### config.mk
export PLATFORM = sky130hd
export DESIGN_NAME = pin_irq_qualifier
export DESIGN_NICKNAME = d
export VERILOG_FILES = /design/src/rtl/pin_irq_pkg.sv /design/src/rtl/pin_irq_qual.sv /design/src/rtl/pin_irq_datapath.sv /design/src/rtl/pin_irq_ctrl.sv /design/src/rtl/pin_irq_qualifier.sv
export SDC_FILE = /design/constraint.sdc
export NUM_CORES = 1
export LEC_CHECK = 0
export BUFFER_PORTS_ARGS = -buffer_cell sky130_fd_sc_hd__buf_2
export CAP_MARGIN = 20
export CORE_MARGIN = 1.5
export CORE_UTILIZATION = 30
export CTS_BUF_LIST = sky130_fd_sc_hd__clkbuf_2
export DETAILED_ROUTE_END_ITERATION = 10
export PLACE_DENSITY_LB_ADDON = 0.25
export SETUP_SLACK_MARGIN = 0.1
export SLEW_MARGIN = 5
export SYNTH_ARGS = -nofsm -noshare
export SYNTH_HDL_FRONTEND = slang
export SYNTH_SLANG_ARGS = --single-unit
### constraint.sdc
create_clock -name clk -period 6.7 [get_ports clk]
set_input_delay 1.005 -clock clk [delete_from_list [all_inputs] [get_ports clk]]
set_output_delay 1.005 -clock clk [all_outputs]
set_load 0.005 [all_outputs]
### src/rtl/pin_irq_pkg.sv
package pin_irq_pkg;
  localparam int PIN_COUNT = 4;
  localparam int CFG_W     = 4;

  // configuration bit positions
  localparam int CFG_ASYNC = 0;
  localparam int CFG_EXT2  = 1;
  localparam int CFG_ACK3  = 2;
  localparam int CFG_MSG0  = 3;

  // pins whose role can change
  localparam int MSG_PIN = 0;
  localparam int EXT_PIN = 2;
  localparam int ACK_PIN = 3;

  typedef struct packed {
    logic [PIN_COUNT-1:0] clrQual;
    logic [PIN_COUNT-1:0] pinEn;
    logic [PIN_COUNT-1:0] tag;
    logic                 asyncSel;
  } qualStrobe_t;

  function automatic int roleBitOf(int pin);
    if (pin == MSG_PIN) return CFG_MSG0;
    if (pin == EXT_PIN) return CFG_EXT2;
    if (pin == ACK_PIN) return CFG_ACK3;
    return -1;
  endfunction
endpackage

### src/rtl/pin_irq_qual.sv
module pin_irq_qual #(
  parameter int SYNC_NEED  = 1,
  parameter int ASYNC_NEED = 2
) (
  input  logic clk,
  input  logic rstN,
  input  logic clr,
  input  logic en,
  input  logic asyncSel,
  input  logic activeLvl,
  input  logic tagIn,
  output logic fire,
  output logic tagOut
);
  localparam int MAX_NEED = (ASYNC_NEED > SYNC_NEED) ? ASYNC_NEED : SYNC_NEED;
  localparam int CNT_W    = $clog2(MAX_NEED + 1);
  localparam logic [CNT_W-1:0] SYNC_N  = CNT_W'(SYNC_NEED);
  localparam logic [CNT_W-1:0] ASYNC_N = CNT_W'(ASYNC_NEED);

  logic [CNT_W-1:0] idleCnt;
  logic [CNT_W-1:0] activeCnt;
  logic [CNT_W-1:0] needSel;
  logic             armed;

  assign needSel = asyncSel ? ASYNC_N : SYNC_N;
  assign armed   = (idleCnt >= needSel);

  always_ff @(posedge clk or negedge rstN) begin
    if (!rstN) begin
      idleCnt   <= '0;
      activeCnt <= '0;
      fire      <= 1'b0;
      tagOut    <= 1'b0;
    end else begin
      fire   <= 1'b0;
      tagOut <= 1'b0;
      if (clr || !en) begin
        idleCnt   <= '0;
        activeCnt <= '0;
      end else if (!activeLvl) begin
        activeCnt <= '0;
        if (!armed) idleCnt <= idleCnt + CNT_W'(1);
      end else if (armed) begin
        if ((activeCnt + CNT_W'(1)) >= needSel) begin
          fire      <= 1'b1;
          tagOut    <= tagIn;
          idleCnt   <= '0;
          activeCnt <= '0;
        end else begin
          activeCnt <= activeCnt + CNT_W'(1);
        end
      end else begin
        idleCnt   <= '0;
        activeCnt <= '0;
      end
    end
  end
endmodule

### src/rtl/pin_irq_datapath.sv
module pin_irq_datapath
  import pin_irq_pkg::*;
#(
  parameter int SYNC_STAGES = 2,
  parameter int SYNC_NEED   = 1,
  parameter int ASYNC_NEED  = 2
) (
  input  logic                 clk,
  input  logic                 rstN,
  input  qualStrobe_t          strobe,
  input  logic [PIN_COUNT-1:0] pinN,
  output logic [PIN_COUNT-1:0] pend,
  output logic [PIN_COUNT-1:0] tagOut
);
  for (genvar p = 0; p < PIN_COUNT; p++) begin : g_pin
    logic [SYNC_STAGES-1:0] chain;
    logic                   activeLvl;

    always_ff @(posedge clk or negedge rstN) begin
      if (!rstN) chain <= '1;
      else       chain <= {chain[SYNC_STAGES-2:0], pinN[p]};
    end

    assign activeLvl = strobe.asyncSel ? ~chain[SYNC_STAGES-1] : ~chain[0];

    pin_irq_qual #(
      .SYNC_NEED (SYNC_NEED),
      .ASYNC_NEED(ASYNC_NEED)
    ) u_qual (
      .clk      (clk),
      .rstN     (rstN),
      .clr      (strobe.clrQual[p]),
      .en       (strobe.pinEn[p]),
      .asyncSel (strobe.asyncSel),
      .activeLvl(activeLvl),
      .tagIn    (strobe.tag[p]),
      .fire     (pend[p]),
      .tagOut   (tagOut[p])
    );
  end
endmodule

### src/rtl/pin_irq_ctrl.sv
module pin_irq_ctrl
  import pin_irq_pkg::*;
(
  input  logic             clk,
  input  logic             rstN,
  input  logic             cfgWe,
  input  logic [CFG_W-1:0] cfgData,
  input  logic             ackLoad,
  input  logic             ackAssert,
  output qualStrobe_t      strobe,
  output logic [CFG_W-1:0] cfgQ,
  output logic             ackDriveEn
);
  logic [CFG_W-1:0]     cfgDiff;
  logic [PIN_COUNT-1:0] clrVec;
  logic [PIN_COUNT-1:0] enVec;
  logic [PIN_COUNT-1:0] tagVec;
  logic                 ackLatch;

  assign cfgDiff = cfgWe ? (cfgData ^ cfgQ) : '0;

  always_ff @(posedge clk or negedge rstN) begin
    if (!rstN)      cfgQ <= '0;
    else if (cfgWe) cfgQ <= cfgData;
  end

  always_ff @(posedge clk or negedge rstN) begin
    if (!rstN)        ackLatch <= 1'b0;
    else if (ackLoad) ackLatch <= ackAssert;
  end

  assign ackDriveEn = ackLatch & cfgQ[CFG_ACK3];

  for (genvar p = 0; p < PIN_COUNT; p++) begin : g_role
    localparam int RB = roleBitOf(p);
    if (RB >= 0) begin : g_roled
      assign clrVec[p] = cfgDiff[CFG_ASYNC] | cfgDiff[RB];
    end else begin : g_plain
      assign clrVec[p] = cfgDiff[CFG_ASYNC];
    end
    if (p == ACK_PIN) begin : g_en_ack
      assign enVec[p] = ~cfgQ[CFG_ACK3];
    end else begin : g_en_on
      assign enVec[p] = 1'b1;
    end
    if (p == MSG_PIN) begin : g_tag_msg
      assign tagVec[p] = cfgQ[CFG_MSG0];
    end else if (p == EXT_PIN) begin : g_tag_ext
      assign tagVec[p] = cfgQ[CFG_EXT2];
    end else begin : g_tag_none
      assign tagVec[p] = 1'b0;
    end
  end

  assign strobe.clrQual  = clrVec;
  assign strobe.pinEn    = enVec;
  assign strobe.tag      = tagVec;
  assign strobe.asyncSel = cfgQ[CFG_ASYNC];
endmodule

### src/rtl/pin_irq_qualifier.sv
module pin_irq_qualifier
  import pin_irq_pkg::*;
#(
  parameter int SYNC_STAGES = 2,
  parameter int SYNC_NEED   = 1,
  parameter int ASYNC_NEED  = 2
) (
  input  logic                 clk,
  input  logic                 rstN,
  input  logic                 cfgWe,
  input  logic [CFG_W-1:0]     cfgData,
  input  logic [PIN_COUNT-1:0] pinN,
  input  logic                 ackLoad,
  input  logic                 ackAssert,
  output logic [PIN_COUNT-1:0] pend,
  output logic                 typeMsg,
  output logic                 typeExt,
  output logic                 ackDriveEn
);
  qualStrobe_t          strobe;
  logic [CFG_W-1:0]     cfgQ;
  logic [PIN_COUNT-1:0] tagOut;

  pin_irq_ctrl u_ctrl (
    .clk       (clk),
    .rstN      (rstN),
    .cfgWe     (cfgWe),
    .cfgData   (cfgData),
    .ackLoad   (ackLoad),
    .ackAssert (ackAssert),
    .strobe    (strobe),
    .cfgQ      (cfgQ),
    .ackDriveEn(ackDriveEn)
  );

  pin_irq_datapath #(
    .SYNC_STAGES(SYNC_STAGES),
    .SYNC_NEED  (SYNC_NEED),
    .ASYNC_NEED (ASYNC_NEED)
  ) u_dp (
    .clk   (clk),
    .rstN  (rstN),
    .strobe(strobe),
    .pinN  (pinN),
    .pend  (pend),
    .tagOut(tagOut)
  );

  assign typeMsg = tagOut[MSG_PIN];
  assign typeExt = tagOut[EXT_PIN];
endmodule

After elaboration in Yosys (flattened, before gate mapping). Index checks and enable logic that the tools add are counted.

Bits in registers: 35. Output and inout port bits: 7. Logic and storage cells: 128.

Add/sub/neg operators: 8. Order comparisons: 8. Equality and inequality tests: 8. Mux-type cells: 66. Bitwise operators: 13. Reductions and logical operators: 5.

Operators with widths (count): $mux 2 (37); $mux 1 (28); $add 2x1->2 const B (8); $ge 2x2->1 (8); $ne 3x2->1 const B (4); $ne 3x3->1 const B (3); $not 1->1 (8); $reduce_and 2->1 (4); $mux 4 (1); $xor 4x4->4 (1); $ne 3x1->1 const B (1); $or 1x1->1 (3); $and 1x1->1 (1); $logic_or 1x1->1 (1).

Logic depth before layout (Yosys ltp).
Word-level depth: 6. Gate-level depth with buffers: 7. Mapped depth without buffers: 6.

Modules after synthesis. From an unflattened synthesis, not the netlist that was laid out.

Cell total of the unflattened synthesis: 189. Area, all modules: 2039.5 µm².

By module, submodules not included: pin_irq_qual (times used 4, cells an instance 36, area an instance 360.3 µm², sequential area each 150.1 µm²); pin_irq_ctrl (times used 1, cells an instance 32, area an instance 342.8 µm², sequential area each 125.1 µm²); pin_irq_datapath (times used 1, cells an instance 13, area an instance 255.2 µm², sequential area each 210.2 µm²).

Worst setup path before layout. Ideal clock, no wire load.

Path type: reg-to-reg. Start: register u_ctrl.cfgQ[0]. End: register u_dp.g_pin[3].u_qual.idleCnt[1]. Arrival time: 2.030 ns. Required time: 6.618 ns. Path slack: 4.589 ns. Stages on the path, launching flop included: 8. Path buffers: 1. Cells stage by stage: dfrtp_1 buf_6 inv_1 ha_1 nand2b_1 a21o_1 or4_1 a31oi_1.

Longest elaborated chain between the ends: 6. Elaborated cells between the ends (all ways): 14.

RTL lines: start: declaration (line pin_irq_ctrl.sv:11) `output logic [CFG_W-1:0] cfgQ,`; start signal: assignment (line pin_irq_ctrl.sv:24) `else if (cfgWe) cfgQ <= cfgData;`; $xor 4x4->4 (line pin_irq_ctrl.sv:20) `assign cfgDiff = cfgWe ? (cfgData ^ cfgQ) : '0;`; $mux 4 (line pin_irq_ctrl.sv:20); $or 1x1->1 (line pin_irq_ctrl.sv:37) `assign clrVec[p] = cfgDiff[CFG_ASYNC] | cfgDiff[RB];`; $logic_or 1x1->1 (line pin_irq_qual.sv:37) `if (clr || !en) begin`; $ne 3x1->1 (no line) or $ne 3x2->1 (tied branches); $reduce_and 2->1 (no line); end signal: assignment (line pin_irq_qual.sv:42) `if (!armed) idleCnt <= idleCnt + CNT_W'(1);`; end: declaration (line pin_irq_qual.sv:20) `logic [CNT_W-1:0] idleCnt;`.

Several ways; a longest one is shown, not always the timed one. A chain may end at the register's enable or synchronous reset.

Final worst setup path. Ends and elaborated chain as after synthesis.

==> metrics.cfg <==
[outcome]
status=completed

[sta]
hold_viol=0
rsz0062_at_grt=false
period_minus_slack_ns=2.42
tns_ns=0
relSlewSlack=0.471
worst_pin_slew_ns=0.794
setup_violations=0
fmax_mhz=414
hold-worst-slack_ns=0.383
clock_skew_ns=0.0181
finalCritPeriodShare=0.361
final-max-slew-violation-count=0

[pwr]
vdd_ir_drop_max_mv=0.0797
power_density_nw_per_um2=247
finalPower_uw=493
power.leakage_nw=0.946

[layout]
drive_gt1_frac=0.251
antenna_cells=0
final_area_um2=2000
layout_commonest_cell=dfrtp_1
finalNonFillerCells=254
layout_common_cells=27 x dfrtp_1, 19 x buf_2, 16 x ha_1
layout.nets=207
layout-area-overhead-vs-synth_pct=10.3

[yosys]
synth.ff_latch_count=35
yosysUniqueCellTypes=33
syn-num-nets=187
synth_area_leaders=dfrtp_1 37%, dfstp_2 12%, ha_1 11%
yosysTopAreaCell=dfrtp_1
synth_enable_flop_cells=0
synthCells=158
ys_seq_area_frac=0.489
async_flop_share=1.00
synthesis.area_um2=1810
avgSynthCellArea_um2=11.5
yosysTopAreaCellShare=0.373
postSynth.topFlopCell=dfrtp_1
ys_warn_count=0

[die]
start_util=0.308
die_h_um=80.7
die_area_um2=6510
rows=28
pin_count=20
coreArea_um2=5890
die-width_um=80.7

[global_routing]
grt_use_met2=0.182
antenna_found_initial=0
first_global_vias=1146
grt_max_degree=36
grt_use_total=0.108
grtUsageMet1=0.122
grt_overflow_total=0
top_usage_layer=met2
grt_use_met3=0.0341
grt_pass1_wl_um=5200

[cts]
clk_root_buffer_cell=clkbuf_2
worst_setup_hold_path_clk_slew_ns=0.18
insertion_delay_ns=0.38
post_cts_resize_count=0
cts_max_level=2
cts_hold_buffers=0
clock_path_buffers=2
clock-sinks=35
cts_buffers=5
cts_tree=yes
cts_setup_buffers=0

[critical_path]
timing.rr.start=u_ctrl.cfgQ[0]$_DFFE_PN0P_
crit_path_end_kind=flip-flop
start_kind=flip-flop
worstPathMaxFanout=18
arrival_ns=2.74
required_ns=7.03
crit_path_start=u_ctrl.cfgQ[0]$_DFFE_PN0P_
critPathKind=reg2reg

[route]
drc_errors=0
wire_per_inst_um=12.4
routed_via_density=4.76
postRouteAntennaNets=0
drtIter0Drc=62
detail_route.first_pass.iterations=5
via_count=1209
drt-total-wl_um=3150

[place]
dp_hpwl_um=2280
port_buffers=19
gp_congestion=0.819
dp.cells=246
placed_cell_area_um2=1950

[hold_path]
hp-class=reg2reg
min-delay-start=u_dp.g_pin[2].chain[0]$_DFF_PN1_

[flow_run]
drv_cap=0

-- critical path, stage by stage (launching register included) --
cell      delay, ns
dfrtp_1        0.62
inv_1          0.39
ha_1           0.38
nand2b_1       0.13
a21o_1         0.22
or4_1          0.47
a31oi_1        0.14
-- power by group --
group          internal, mW  switching [mW]  leakage [nW]  total [mW]
logic                0.0613          0.0765         0.472       0.138
registers             0.237          0.0183         0.445       0.255
clock network        0.0266          0.0731        0.0290      0.0998
-- worst paths after layout --
check	end	slack, ns	depth (start not counted)
min in group asynchronous	u_dp.g_pin[0].u_qual.fire$_DFF_PN0_	0.67	1
worst max register to register	u_dp.g_pin[3].u_qual.idleCnt[1]$_DFFE_PN0P_	4.28	6
worst min-delay path	u_dp.g_pin[2].chain[1]$_DFF_PN1_	0.38	0
worst max-delay path	u_dp.g_pin[3].u_qual.idleCnt[1]$_DFFE_PN0P_	4.28	6
max in group asynchronous	u_dp.g_pin[3].u_qual.activeCnt[0]$_DFF_PN0_	5.52	1
worst min register to register	u_dp.g_pin[2].chain[1]$_DFF_PN1_	0.38	0
-- metrics by stage --
stage / utilization / setup slack [ns]
floorplan: - / 4.59
finish: 0.339 / 4.28
CTS: 0.339 / 4.23
global route: 0.339 / 4.04
global placement: 0.332 / 4.34
detailed placement: 0.332 / 4.28
-- state kept, by name, summed over array words and instances (netlist names) --
name	cells
u_dp.g_pin.u_qual.idleCnt	8
u_dp.g_pin.chain	8
u_dp.g_pin.u_qual.activeCnt	8
u_ctrl.ackLatch	1
u_ctrl.cfgQ	4
u_dp.g_pin.u_qual.tagOut	2
u_dp.g_pin.u_qual.fire	4
-- synth_stat cells, types with 2 or more instances --
cell type and count:
nor2b_1 3, nand2_1 3, nor4_1 2, inv_1 6
ha_1 16, a21oi_1 9, o21a_1 2, o211ai_1 9
or4_1 3, a21o_1 4, mux2_4 2, xor2_1 7
o21ai_0 3, nand3_1 6, mux2i_1 2, nor2_1 6
dfrtp_1 27, and2_1 3, a31oi_1 3, nand2b_1 9
a211oi_1 3, nand4b_1 3, mux2_2 6, inv_2 2
buf_4 4, dfstp_2 8
-- metal layers --
metal / part of all wire / vias up / wire [um]
met5: 0 / - / 0
met4: 0.024 / 0 / 76
met3: 0.028 / 8 / 88
met2: 0.49 / 13 / 1560
met1: 0.45 / 580 / 1420
li1: - / 608 / -
-- kinds of logic after synthesis --
family | after synthesis | synth area share
AOI/OAI and AO/OA | 35 | 0.127
xor gates and xnor gates | 7 | 0.0339
adders and majority gates | 16 | 0.111
buffers and inverters | 14 | 0.0415
DFF | 35 | 0.489
muxes | 10 | 0.0650
and+or+nand+nor | 41 | 0.133
-- area by class of cell --
cell class,count,area [um^2]
fill,604,3890
clock buffer,6,30.0
clock inverter,2,12.5
multi-input combinational,109,850
timing repair buffer,19,95.1
tap,75,93.8
inverter,8,30.0
sequential,35,886
(Power assumes the default switching activity.)
